$ cat src/rtl/hazard_stall_ctrl.sv
module hazard_stall_ctrl #(
  parameter int REG_AW  = 5,
  parameter bit FORWARD = 1'b0
) (
  input  logic [REG_AW-1:0] id_src_a,
  input  logic [REG_AW-1:0] id_src_b,
  input  logic              id_use_a,
  input  logic              id_use_b,
  input  logic              id_mem_we,
  input  logic              id_reg_we,
  input  logic [REG_AW-1:0] ex_dst,
  input  logic              ex_wen,
  input  logic              ex_mem_rd,
  input  logic [REG_AW-1:0] mem_dst,
  input  logic              mem_wen,
  input  logic [REG_AW-1:0] wb_dst,
  input  logic              wb_wen,
  output logic              pc_hold,
  output logic              ifid_hold,
  output logic              idex_bubble,
  output logic              ex_mem_we_nxt,
  output logic              ex_reg_we_nxt
);

  localparam logic [REG_AW-1:0] ZERO_REG = '0;

  function automatic logic src_hit(input logic [REG_AW-1:0] dst, input logic wen,
                                   input logic [REG_AW-1:0] src, input logic used);
    return used && wen && (dst != ZERO_REG) && (src == dst);
  endfunction

  logic ex_hit, mem_hit, wb_hit, stall;

  assign ex_hit  = src_hit(ex_dst,  ex_wen,  id_src_a, id_use_a) | src_hit(ex_dst,  ex_wen,  id_src_b, id_use_b);
  assign mem_hit = src_hit(mem_dst, mem_wen, id_src_a, id_use_a) | src_hit(mem_dst, mem_wen, id_src_b, id_use_b);
  assign wb_hit  = src_hit(wb_dst,  wb_wen,  id_src_a, id_use_a) | src_hit(wb_dst,  wb_wen,  id_src_b, id_use_b);

  generate
    if (FORWARD) begin : g_load_use
      assign stall = ex_mem_rd & ex_hit;
    end else begin : g_full_dep
      assign stall = ex_hit | mem_hit | wb_hit;
    end
  endgenerate

  assign pc_hold       = stall;
  assign ifid_hold     = stall;
  assign idex_bubble   = stall;
  assign ex_mem_we_nxt = id_mem_we & ~stall;
  assign ex_reg_we_nxt = id_reg_we & ~stall;

  always_comb begin
    if (!((id_use_a && id_src_a != ZERO_REG) || (id_use_b && id_src_b != ZERO_REG)))
      p_zero_src_r3: assert (!pc_hold);
    if (!id_use_a && !id_use_b)
      p_unused_src_r5: assert (!ifid_hold);
    if (idex_bubble)
      p_bubble_kill_r7: assert (!ex_mem_we_nxt && !ex_reg_we_nxt);
    if (FORWARD) begin
      if (!ex_mem_rd || !ex_wen)
        p_fwd_load_only_r2: assert (!idex_bubble);
    end else begin
      if (!ex_wen && !mem_wen && !wb_wen)
        p_no_writer_r4: assert (!pc_hold);
      if (id_use_a && id_src_a != ZERO_REG && ex_wen && ex_dst == id_src_a)
        p_nofwd_ex_match_r1: assert (pc_hold);
    end
  end

endmodule

$ cat config.mk
export PLATFORM = sky130hd
export DESIGN_NAME = hazard_stall_ctrl
export DESIGN_NICKNAME = d
export VERILOG_FILES = /design/src/rtl/hazard_stall_ctrl.sv
export SDC_FILE = /design/constraint.sdc
export NUM_CORES = 1
export LEC_CHECK = 0
export ABC_AREA = 1
export BUFFER_PORTS_ARGS = -buffer_cell sky130_fd_sc_hd__buf_2
export CORE_UTILIZATION = 35
export DETAILED_ROUTE_END_ITERATION = 6
export MAX_ROUTING_LAYER = met4
export PLACE_DENSITY_LB_ADDON = 0.08
export SLEW_MARGIN = 20
export SYNTH_ARGS = -nofsm -noshare
export SYNTH_HDL_FRONTEND = slang
export SYNTH_SLANG_ARGS = --single-unit
$ cat constraint.sdc
create_clock -name vclk -period 3.1
set_clock_uncertainty 0.1 [all_clocks]
set_input_delay 0.465 -clock vclk [all_inputs]
set_output_delay 0.465 -clock vclk [all_outputs]
set_load 0.005 [all_outputs]
[Yosys cells after proc, flatten, opt, wreduce, memory -nomap -nowiden]
Cells that the tools add are included.
W data, S select, Z words.
Storage, ports and cells
  register bits after elaboration: 0
  input port bits: 33
  output and inout port bits: 5
  logic and storage cells: 35
Cells by class
  eq/ne operators: 6
  bitwise logic cells: 8
  reduce and logical (&&, ||, !) cells: 21
Operators with widths (count)
  $eq A5 B5 Y1: 6
  $logic_and A1 B1 Y1: 18
  $reduce_bool A5 Y1: 3
  $or A1 B1 Y1: 5
  $and A1 B1 Y1: 2
  $not A1 Y1: 1

[Logic depth before layout (Yosys ltp)]
Gate-level depths: netlist of the first run.
  word-level depth: 8
  mapped depth: 9

[Worst setup path after synthesis of the first run]
Ideal clock, no wire load.
  path kind: input -> output
  start: input wb_dst[4]
  end: output ifid_hold
  data arrival time: 1120 ps
  data required time: 2535 ps
  path slack: 1415 ps
  cell stages on the path: 8
  path buffers: 1
  cells stage by stage: inv_1 o21ai_0 nor2_1 nand3_1 nand2_1 nand2_1 nand3_2 buf_4
On the way
  longest elaborated chain between the ends: 5
  elaborated cells between the ends (all ways): 9
  classes of those cells: 2 x eq/ne; 2 x bitwise; 5 x reduce/logical
RTL lines
  from (decl): line 16  | input logic [REG_AW-1:0] wb_dst,
  $reduce_bool A5 Y1: line 29  | return used && wen && (dst != ZERO_REG) && (src == dst);
  $logic_and A1 B1 Y1 (2 in series): line 29
  $or A1 B1 Y1 (*): line 36  | assign wb_hit = src_hit(wb_dst, wb_wen, id_src_a, id_use_a) | src_hit(wb_dst, wb_wen, id_src_b, id_use_b);
  $or A1 B1 Y1 (*): line 42  | assign stall = ex_hit | mem_hit | wb_hit;
  to (decl): line 19  | output logic ifid_hold,
Mark *: on every way between the ends. The rest lies on a longest branch, timed or not.

[Final worst setup path of the first run]
  start: input id_src_b[2]
  end: output ex_reg_we_nxt
On the way
  longest elaborated chain between the ends: 7
  elaborated cells between the ends (all ways): 13
  classes of those cells: 3 x eq/ne; 7 x bitwise; 3 x reduce/logical
RTL lines
  from (decl): line 6  | input logic [REG_AW-1:0] id_src_b,
  $eq A5 B5 Y1: line 29
  $logic_and A1 B1 Y1: line 29
  $or A1 B1 Y1 (on tied branches): line 34, 35
  $or A1 B1 Y1: line 42
  $or A1 B1 Y1 (*): line 42
  $not A1 Y1 (*): line 50  | assign ex_reg_we_nxt = id_reg_we & ~stall;
  $and A1 B1 Y1 (*): line 50
  to (decl): line 22  | output logic ex_reg_we_nxt
Marked as above.

==> metrics.md, run 1 <==
| Metric | Value |
|---|---|
| Outcome | `finished clean` |
| Die Y-Extent | `45.0 microns` |
| Seq cells | `0` |
| CP startpoint kind | `primary input` |
| Worst hold slack | `1.11 ns` |
| Layout Nets | `231` |
| Crit path required time | `2.53 ns` |
| Dpl hpwl | `about 1.6 mm` |
| Initial core utilization | `0.374` |
| Initial antenna violation count | `0` |
| Post-DRT Antenna Nets | `0` |
| Die Wd | `45.0 microns` |
| Setup TNS | `0 ns` |
| Share of layout cells above drive strength 1 | `0.194` |
| First-pass GRT wire length | `approximately 3.0 mm` |
| End point of the critical path | `ex_reg_we_nxt` |
| Grt total ovfl | `0` |
| Yosys warns | `0` |
| Largest net degree at the start of global routing | `7` |
| Highest Clock Rate | `511 MHz` |
| Die area | `2020 sq um` |
| Sequential-to-total area share from yosys stat | `0` |
| Clock buffers | `0` |
| Final antenna diode count | `0` |
| Cell area after synthesis | `approximately 650 sq um` |
| Worst vdd ir | `0.0575 mV` |
| Via count | `959` |
| Area growth syn-to-layout | `31.2%` |
| Final Hold Viols | `0` |
| Worst setup path category | `in2out` |
| Tcrit/Tclk final | `0.631` |
| Synth Instances | `161` |
| PD cells | `115 nW/um^2` |
| Vias in the first global route | `757` |
| Final Non-Filler Cells | `221` |
| Placeable Area | `1730 sq um` |
| Worst-margin pin slew | `0.212 ns` |
| Post-CTS Hold Fix Bufs | `0` |
| Reg area | `0 sq um` |
| Initial DRT Pass Iterations | `4` |
| Syn_nets | `between 150 and 200` |
| Post-synthesis cell type count | `9` |
| Wire length per cell | `8.10 microns` |
| Slew HR | `0.857` |
| Number of max-cap violations | `0` |
| Final Max Tran Viols | `0` |
| Port Buffers | `37` |
| Drt drc | `0` |
| Fin crit period | `between 1.5 and 2 ns` |
| Resize count post-CTS | `0` |
| Gpl congestion | `0.899` |
| Leakage power | `0.647 nW` |
| Detailed Route Iter0 Violations | `26` |
| Setup Fix Bufs, Post-CTS | `0` |
| Avg Synthesized Cell Area | `4.01 sq um` |
| Design Power | `0.0000977 W` |
| CP max FO | `5` |
| Final setup viols | `0` |
| RSZ-0062 raised after global routing | `false` |
| Fin util | `0.491` |
| IO Pins | `38` |
| Arrival @ worst endpoint | `around 1.4 ns` |
| FP Rows | `15` |
| CP Capture Type | `output pin` |
| Total Routing Usage GR | `0.201` |
| Post-Route WL | `approximately 1.8 mm` |
| Critical Path Start | `id_src_b[2]` |
| DR vias/cell | `roughly 4.3` |
| Placed cells | `around 220` |
| Hold/Removal Path Class | `in2out` |
worst min-delay path by stage:
stage	start	endpoint	slack [ns]	depth (start not counted)
2_1_floorplan	id_mem_we	ex_mem_we_nxt	0.90	2
3_3_place_gp	id_reg_we	ex_reg_we_nxt	1.10	4
3_5_place_dp	id_reg_we	ex_reg_we_nxt	1.11	4
4_1_cts	id_reg_we	ex_reg_we_nxt	1.11	4
5_1_grt	id_mem_we	ex_mem_we_nxt	1.13	4
6_report	id_reg_we	ex_reg_we_nxt	1.11	4
cell type report:
cell class / count / area (sq um)
inverter: 30 / 113
multi-input combinational: 129 / 518
fill: 220 / 880
timing repair buffer: 37 / 185
tap: 25 / 31.3
cells in the final DEF, fill, tap and decap left out:
cell type / n
nand2_1: 86
buf_2: 37
inv_1: 30
nor2_1: 26
nand3_1: 9
nor3_1: 3
xor2_1: 2
o21ai_0: 2
nand3_2: 1
synth_stat cells (all sizes together):
| cell | count | area [sq um] |
|---|---|---|
| nand3 | 10 | 55.1 |
| xor2 | 2 | 17.5 |
| nor3 | 3 | 15.0 |
| o21ai | 2 | 10.0 |
| nor2 | 26 | 97.6 |
| buf | 2 | 15.0 |
| nand2 | 86 | 323 |
| inv | 30 | 113 |
metal layers:
layer  track usage  up-vias  wire length (microns)  share of wire
li1              -      539                      -              -
met1         0.282      402                    896           0.50
met2         0.345       18                    848           0.47
met3             0        0                     45          0.025
met4             0        0                      0              0
met5             -        -                      0              0
report_power, final:
| group | switching (W) | leakage, nW | internal [W] |
|---|---|---|---|
| Combinational | 0.0000573 | 0.647 | 0.0000404 |
| Sequential | 0 | 0 | 0 |
| Clock | 0 | 0 | 0 |
critical path: stages:
cell,delay (ns)
buf_2,0.11
inv_1,0.11
nand2_1,0.06
nand2_1,0.08
nor2_1,0.05
nand3_1,0.07
nand2_1,0.05
nand2_1,0.09
nand3_2,0.11
nor2_1,0.09
buf_2,0.11
cells by family after synthesis:
kind of cell | share of synthesized area
AO/OA/AOI/OAI | 0.0155
XOR/XNOR | 0.0271
buffers and inverters | 0.198
AND/OR/NAND/NOR | 0.760
per-stage QoR:
stage	area, sq um	setup WS (ns)
2_1_floorplan	646	1.42
3_3_place_gp	847	1.14
3_5_place_dp	847	1.13
4_1_cts	847	1.12
5_1_grt	847	0.965
6_report	847	1.14
(Power assumes the default switching activity.)
==> inputs of run 2 (changes only) <==
==> constraint.sdc (replaced) <==
create_clock -name vclk -period 1.61
set_clock_uncertainty 0.1 [all_clocks]
set_input_delay 0.2415 -clock vclk [all_inputs]
set_output_delay 0.2415 -clock vclk [all_outputs]
set_load 0.005 [all_outputs]
==> metrics.md, run 2 (synthesized netlist as in run 1, its figures left out) <==
| Metric | Value |
|---|---|
| Largest net degree at the start of global routing | `7 (unchanged)` |
| Dpl hpwl | `1.60 mm (about the same)` |
| Worst vdd ir | `0.119 mV (+110%)` |
| Highest Clock Rate | `roughly 670 MHz` |
| Clock buffers | `0 (unchanged)` |
| Tcrit/Tclk final | `0.928` |
| Layout Nets | `231 (unchanged)` |
| Fin crit period | `roughly 1.5 ns` |
| Seq cells | `0 (unchanged)` |
| Worst-margin pin slew | `0.214 ns (+0.00179 ns)` |
| Multi-input gate area | `539 sq um (+4.1%)` |
| Initial core utilization | `0.374 (unchanged)` |
| Reg area | `0 sq um (unchanged)` |
| Die area | `2020 sq um (unchanged)` |
| Placeable Area | `1730 sq um (unchanged)` |
| DR vias/cell | `4.36 (+0.52%)` |
| PD cells | `228 nW/um^2 (+98%)` |
| Leakage power | `0.642 nW (-0.69%)` |
| Worst setup path category | `in2out` |
| Final antenna diode count | `0 (unchanged)` |
| Port Buffers | `37 (unchanged)` |
| Final Max Tran Viols | `0 (unchanged)` |
| Drt drc | `0 (unchanged)` |
| Via count | `964 (+0.52%)` |
| Final Hold Viols | `0 (unchanged)` |
| Outcome | `finished clean` |
| Initial antenna violation count | `0 (unchanged)` |
| Post-CTS Hold Fix Bufs | `0 (unchanged)` |
| Number of max-cap violations | `0 (unchanged)` |
| Final setup viols | `0 (unchanged)` |
| Gpl congestion | `0.897 (-0.17%)` |
| Wire length per cell | `8.15 microns (+0.67%)` |
| Crit path required time | `1.27 ns (-1.26 ns)` |
| Die Wd | `45.0 microns (unchanged)` |
| Vias in the first global route | `737 (-2.6%)` |
| Slew HR | `0.856 (-0.00120)` |
| Initial DRT Pass Iterations | `4 (unchanged)` |
| Post-Route WL | `1.80 mm (+0.67%)` |
| Die Y-Extent | `45.0 microns (unchanged)` |
| Post-DRT Antenna Nets | `0 (unchanged)` |
| CP startpoint kind | `primary input` |
| Total Routing Usage GR | `0.200 (-0.000851)` |
| CP max FO | `5 (unchanged)` |
| Setup TNS | `0 ns (unchanged)` |
| Dpl ws | `0.0836 ns (-1.04 ns)` |
| CP Capture Type | `output pin` |
| First-pass GRT wire length | `3.04 mm (+0.23%)` |
| Fill count | `222 (+0.91%)` |
| FP Rows | `15 (unchanged)` |
| Hold/Removal Path Class | `in2out` |
| Detailed Route Iter0 Violations | `15 (-42%)` |
| IO Pins | `38 (unchanged)` |
| Fin worst setup slack | `0.117 ns (-1.03 ns)` |
| Commonest non-fill, non-tap cell in the layout | `nand2_1` |
| Share of layout cells above drive strength 1 | `0.281 (+0.0867)` |
| RSZ-0062 raised after global routing | `false` |
| Arrival @ worst endpoint | `1.15 ns (-0.24 ns)` |
| Most frequent cells in the layout | `nand2_1, buf_2, nor2_1` |
| Area growth syn-to-layout | `36.0%` |
| Grt total ovfl | `0 (unchanged)` |
[run 2: repair_timing]
action,CTS,global route
setup endpoints to repair,0,2
setup buffers,0,0
gates resized for setup,0,23
[run 2: critical path, cell delays in order]
cell,delay (ns)
buf_2,0.12
inv_1,0.10
nand2_1,0.06
nand2_1,0.05
nor2_1,0.04
nand3_1,0.07
nand2_1,0.05
nand2_1,0.09
nand3_2,0.11
nor2_1,0.10
buf_2,0.11
[run 2: cell type report]
cell class / count / share of cell area
Timing Repair Buffer: 37 / 0.217
Tap cell: 25 / 0.0356
Inverter: 30 / 0.134
Multi-Input combinational cell: 129 / 0.614
[run 2: per-stage QoR]
stage | hold slack [ns] | power [W] | area [sq um] | cells | utilization
2_1_floorplan | 0.454 | 0.000105 | 646 | 161 | -
3_3_place_gp | 0.657 | 0.000185 | 847 | 221 | 0.491
3_5_place_dp | 0.661 | 0.000188 | 847 | 221 | 0.491
4_1_cts | 0.662 | 0.000189 | 847 | 221 | 0.491
5_1_grt | 0.685 | 0.000234 | 878 | 221 | 0.509
6_report | 0.653 | 0.000201 | 878 | 221 | 0.509
[run 2: final timing paths]
kind	start	endpoint	slack [ns]	depth (start not counted)
max	id_src_b[3]	ex_reg_we_nxt	0.12	11
min	id_reg_we	ex_reg_we_nxt	0.65	4
[run 2: power by group]
group          internal (W)  switching, W  total [W]
logic             0.0000837      0.000117   0.000201
registers                 0             0          0
clock network             0             0          0
total             0.0000837      0.000117   0.000201
[run 2: layer usage]
metal,up-vias,share of wire,GRT usage
met5,-,0,-
met1,399,0.47,0.289
met4,0,0,0
met2,28,0.48,0.333
li1,537,-,-
met3,0,0.050,0
==> inputs of run 3 (changes only) <==
--- a/config.mk
+++ b/config.mk
@@ -5,10 +5,10 @@
 export SDC_FILE = /design/constraint.sdc
 export NUM_CORES = 1
 export LEC_CHECK = 0
-export ABC_AREA = 1
 export BUFFER_PORTS_ARGS = -buffer_cell sky130_fd_sc_hd__buf_2
-export CORE_UTILIZATION = 35
+export CORE_AREA = 2 2 39 41
 export DETAILED_ROUTE_END_ITERATION = 6
+export DIE_AREA = 0 0 41 43
 export MAX_ROUTING_LAYER = met4
 export PLACE_DENSITY_LB_ADDON = 0.08
 export SLEW_MARGIN = 20
==> metrics.md, run 3 <==
| Metric | Value |
|---|---|
| Outcome | `finished with violations` |
| Failing checks | `setup timing` |
| Initial antenna violation count | `0 (unchanged)` |
| CP max-delay cell | `or4_4` |
| Combinational Power Share | `1.000 (about the same)` |
| Critical hold path startpoint | `id_reg_we` |
| Total Routing Usage GR | `0.167 (-0.0332)` |
| Clock buffers | `0 (unchanged)` |
| Post-DRT Antenna Nets | `0 (unchanged)` |
| Top-area cell type share of the netlist area | `0.614 (+0.114)` |
| CP max FO | `3 (-2)` |
| Most frequent cells after synthesis | `xnor2_1, nand2_1, nand4_1` |
| Tcrit/Tclk final | `1.29 (+0.362)` |
| Fin crit period | `2.08 ns (+0.584 ns)` |
| Setup TNS | `-2.26 ns (-2.26 ns)` |
| Slew HR | `0.724 (-0.132)` |
| Die Wd | `41 microns (-8.8%)` |
| Number of max-cap violations | `0 (unchanged)` |
| Detailed Route Iter0 Violations | `4 (-11)` |
| Post-CTS Hold Fix Bufs | `0 (unchanged)` |
| Yosys top cell by area | `xnor2_1` |
| Largest net degree at the start of global routing | `4 (-3)` |
| Leakage power | `0.328 nW (-49%)` |
| Switching Fraction | `0.406 (-0.177)` |
| Arrival @ worst endpoint | `1.74 ns (+0.59 ns)` |
| Final antenna diode count | `0 (unchanged)` |
| Port Buffers | `37 (unchanged)` |
| Wire length per cell | `10.6 microns (+30%)` |
| First-pass GRT wire length | `2.08 mm (-32%)` |
| Area growth syn-to-layout | `73.4%` |
| DR vias/cell | `4.60 (+5.3%)` |
| Hold depth | `3 (-1)` |
| CP Capture Type | `output pin` |
| Cell area after synthesis | `428 sq um (-34%)` |
| Avg Synthesized Cell Area | `7.51 sq um (+87%)` |
| Reg power frac | `0 (unchanged)` |
| Placed cells | `120 (-46%)` |
| FP Rows | `14 (-1)` |
| Placeable Area | `1380 sq um (-20%)` |
| Crit path required time | `1.27 ns (about the same)` |
| Most frequent cells in the layout | `buf_2, xnor2_1, buf_4` |
| PD cells | `272 nW/um^2 (+19%)` |
| Critical Path Max Stage Delay | `0.51 ns (+0.39 ns)` |
| Commonest non-fill, non-tap cell in the layout | `buf_2` |
| Worst vdd ir | `0.103 mV (-13%)` |
| Die Y-Extent | `43 microns (-4.3%)` |
| Top cells by area, synth | `xnor2_1, nand4_1, nand2_1` |
| Crit-path cells | `buf_6, or4_4, o21a_1, a222oi_1, and2_1, buf_2` |
| Grt total ovfl | `0 (unchanged)` |
| Post-Route WL | `1.29 mm (-29%)` |
| Worst setup path category | `in2out` |
| Vias in the first global route | `515 (-30%)` |
| Drt drc | `0 (unchanged)` |
| Fin worst setup slack | `-0.467 ns (-0.584 ns)` |
| Placed instance area | `708 sq um (-16%)` |
| NetSw | `0.0000821 W (-30%)` |
| Design Power | `0.000202 W (+0.75%)` |
| Die area | `1760 sq um (-13%)` |
| Gpl congestion | `0.741 (-17%)` |
| Final Hold Viols | `0 (unchanged)` |
| Clock share of power | `0 (unchanged)` |
| Final setup viols | `5 (+5)` |
| RSZ-0062 raised after global routing | `true` |
| Seq cells | `0 (unchanged)` |
| Highest Clock Rate | `481 MHz (-28%)` |
| Initial DRT Pass Iterations | `5 (+1)` |
| Layout Nets | `140 (-39%)` |
| Sequential-to-total area share from yosys stat | `0 (unchanged)` |
| Synth Instances | `57 (-65%)` |
| Hold/Removal Path Class | `in2out` |
| Final Max Tran Viols | `0 (unchanged)` |
| Count leader, synth | `xnor2_1` |
| Syn_nets | `90 (-54%)` |
| Yosys warns | `0 (unchanged)` |
| Final Instance Area | `742 sq um (-16%)` |
| Final Non-Filler Cells | `121 (-45%)` |
| Reg area | `0 sq um (unchanged)` |
| WHS Endpoint | `ex_reg_we_nxt` |
| Via count | `556 (-42%)` |
| IO Pins | `38 (unchanged)` |
| Worst-margin pin slew | `0.414 ns (+0.200 ns)` |
| Share of layout cells above drive strength 1 | `0.495 (+0.215)` |
| P_int | `0.000120 W (+43%)` |
| Initial core utilization | `0.309 (-0.0647)` |
| Post-synthesis cell type count | `10 (+1)` |
| CP startpoint kind | `primary input` |
[run 3: power groups by stage]
stage	clock [W]	combinational, W	sequential [W]
finish	0	0.000202	0
global route	0	0.000224	0
CTS	0	0.000199	0
detailed placement	0	0.000194	0
global placement	0	0.000194	0
floorplan	0	0.0000922	0
[run 3: kinds of logic after synthesis]
logic type	Yosys count	share of synthesized area
simple gates	17	0.222
buf+inv	3	0.0438
compound gates	7	0.120
xor+xnor	30	0.614
[run 3: cell type report]
class / count / area, sq um
fill: 145 / 642
inverter: 1 / 3.75
multi-input combinational: 54 / 417
tap: 16 / 20.0
timing repair buffer: 50 / 302
[run 3: per-stage QoR]
| step | hold WS [ns] | util | setup WS, ns |
|---|---|---|---|
| 2_1_floorplan | 0.499 | - | -0.282 |
| 6_report | 0.654 | 0.536 | -0.467 |
| 3_3_place_gp | 0.657 | 0.512 | -0.475 |
| 5_1_grt | 0.694 | 0.536 | -0.562 |
| 3_5_place_dp | 0.656 | 0.512 | -0.486 |
| 4_1_cts | 0.656 | 0.524 | -0.477 |
[run 3: per-layer routing]
metal	wire length [microns]	GRT usage
met2	634	0.291
met4	0	0
met1	558	0.222
met3	94	0
met5	0	-
[run 3: critical path: cells and delay by family]
family	cells	cell delay, ns
AND/OR/NAND/NOR	2	0.69
buffers and inverters	2	0.19
AO/OA/AOI/OAI	2	0.60
[run 3: timing repair]
item	4_1_cts	5_1_grt
setup buffers	0	1
gates resized for setup	3	2
endpoints found under the setup margin	5	5
[run 3: worst max-delay path by stage]
stage	startpoint	endpoint	slack [ns]
after floorplan	mem_dst[0]	ifid_hold	-0.28
after global placement	mem_dst[0]	ex_reg_we_nxt	-0.47
after detailed placement	ex_dst[2]	ex_mem_we_nxt	-0.49
after CTS	mem_dst[0]	ex_mem_we_nxt	-0.48
after global routing	mem_dst[0]	ex_mem_we_nxt	-0.56
final	mem_dst[0]	ex_mem_we_nxt	-0.47
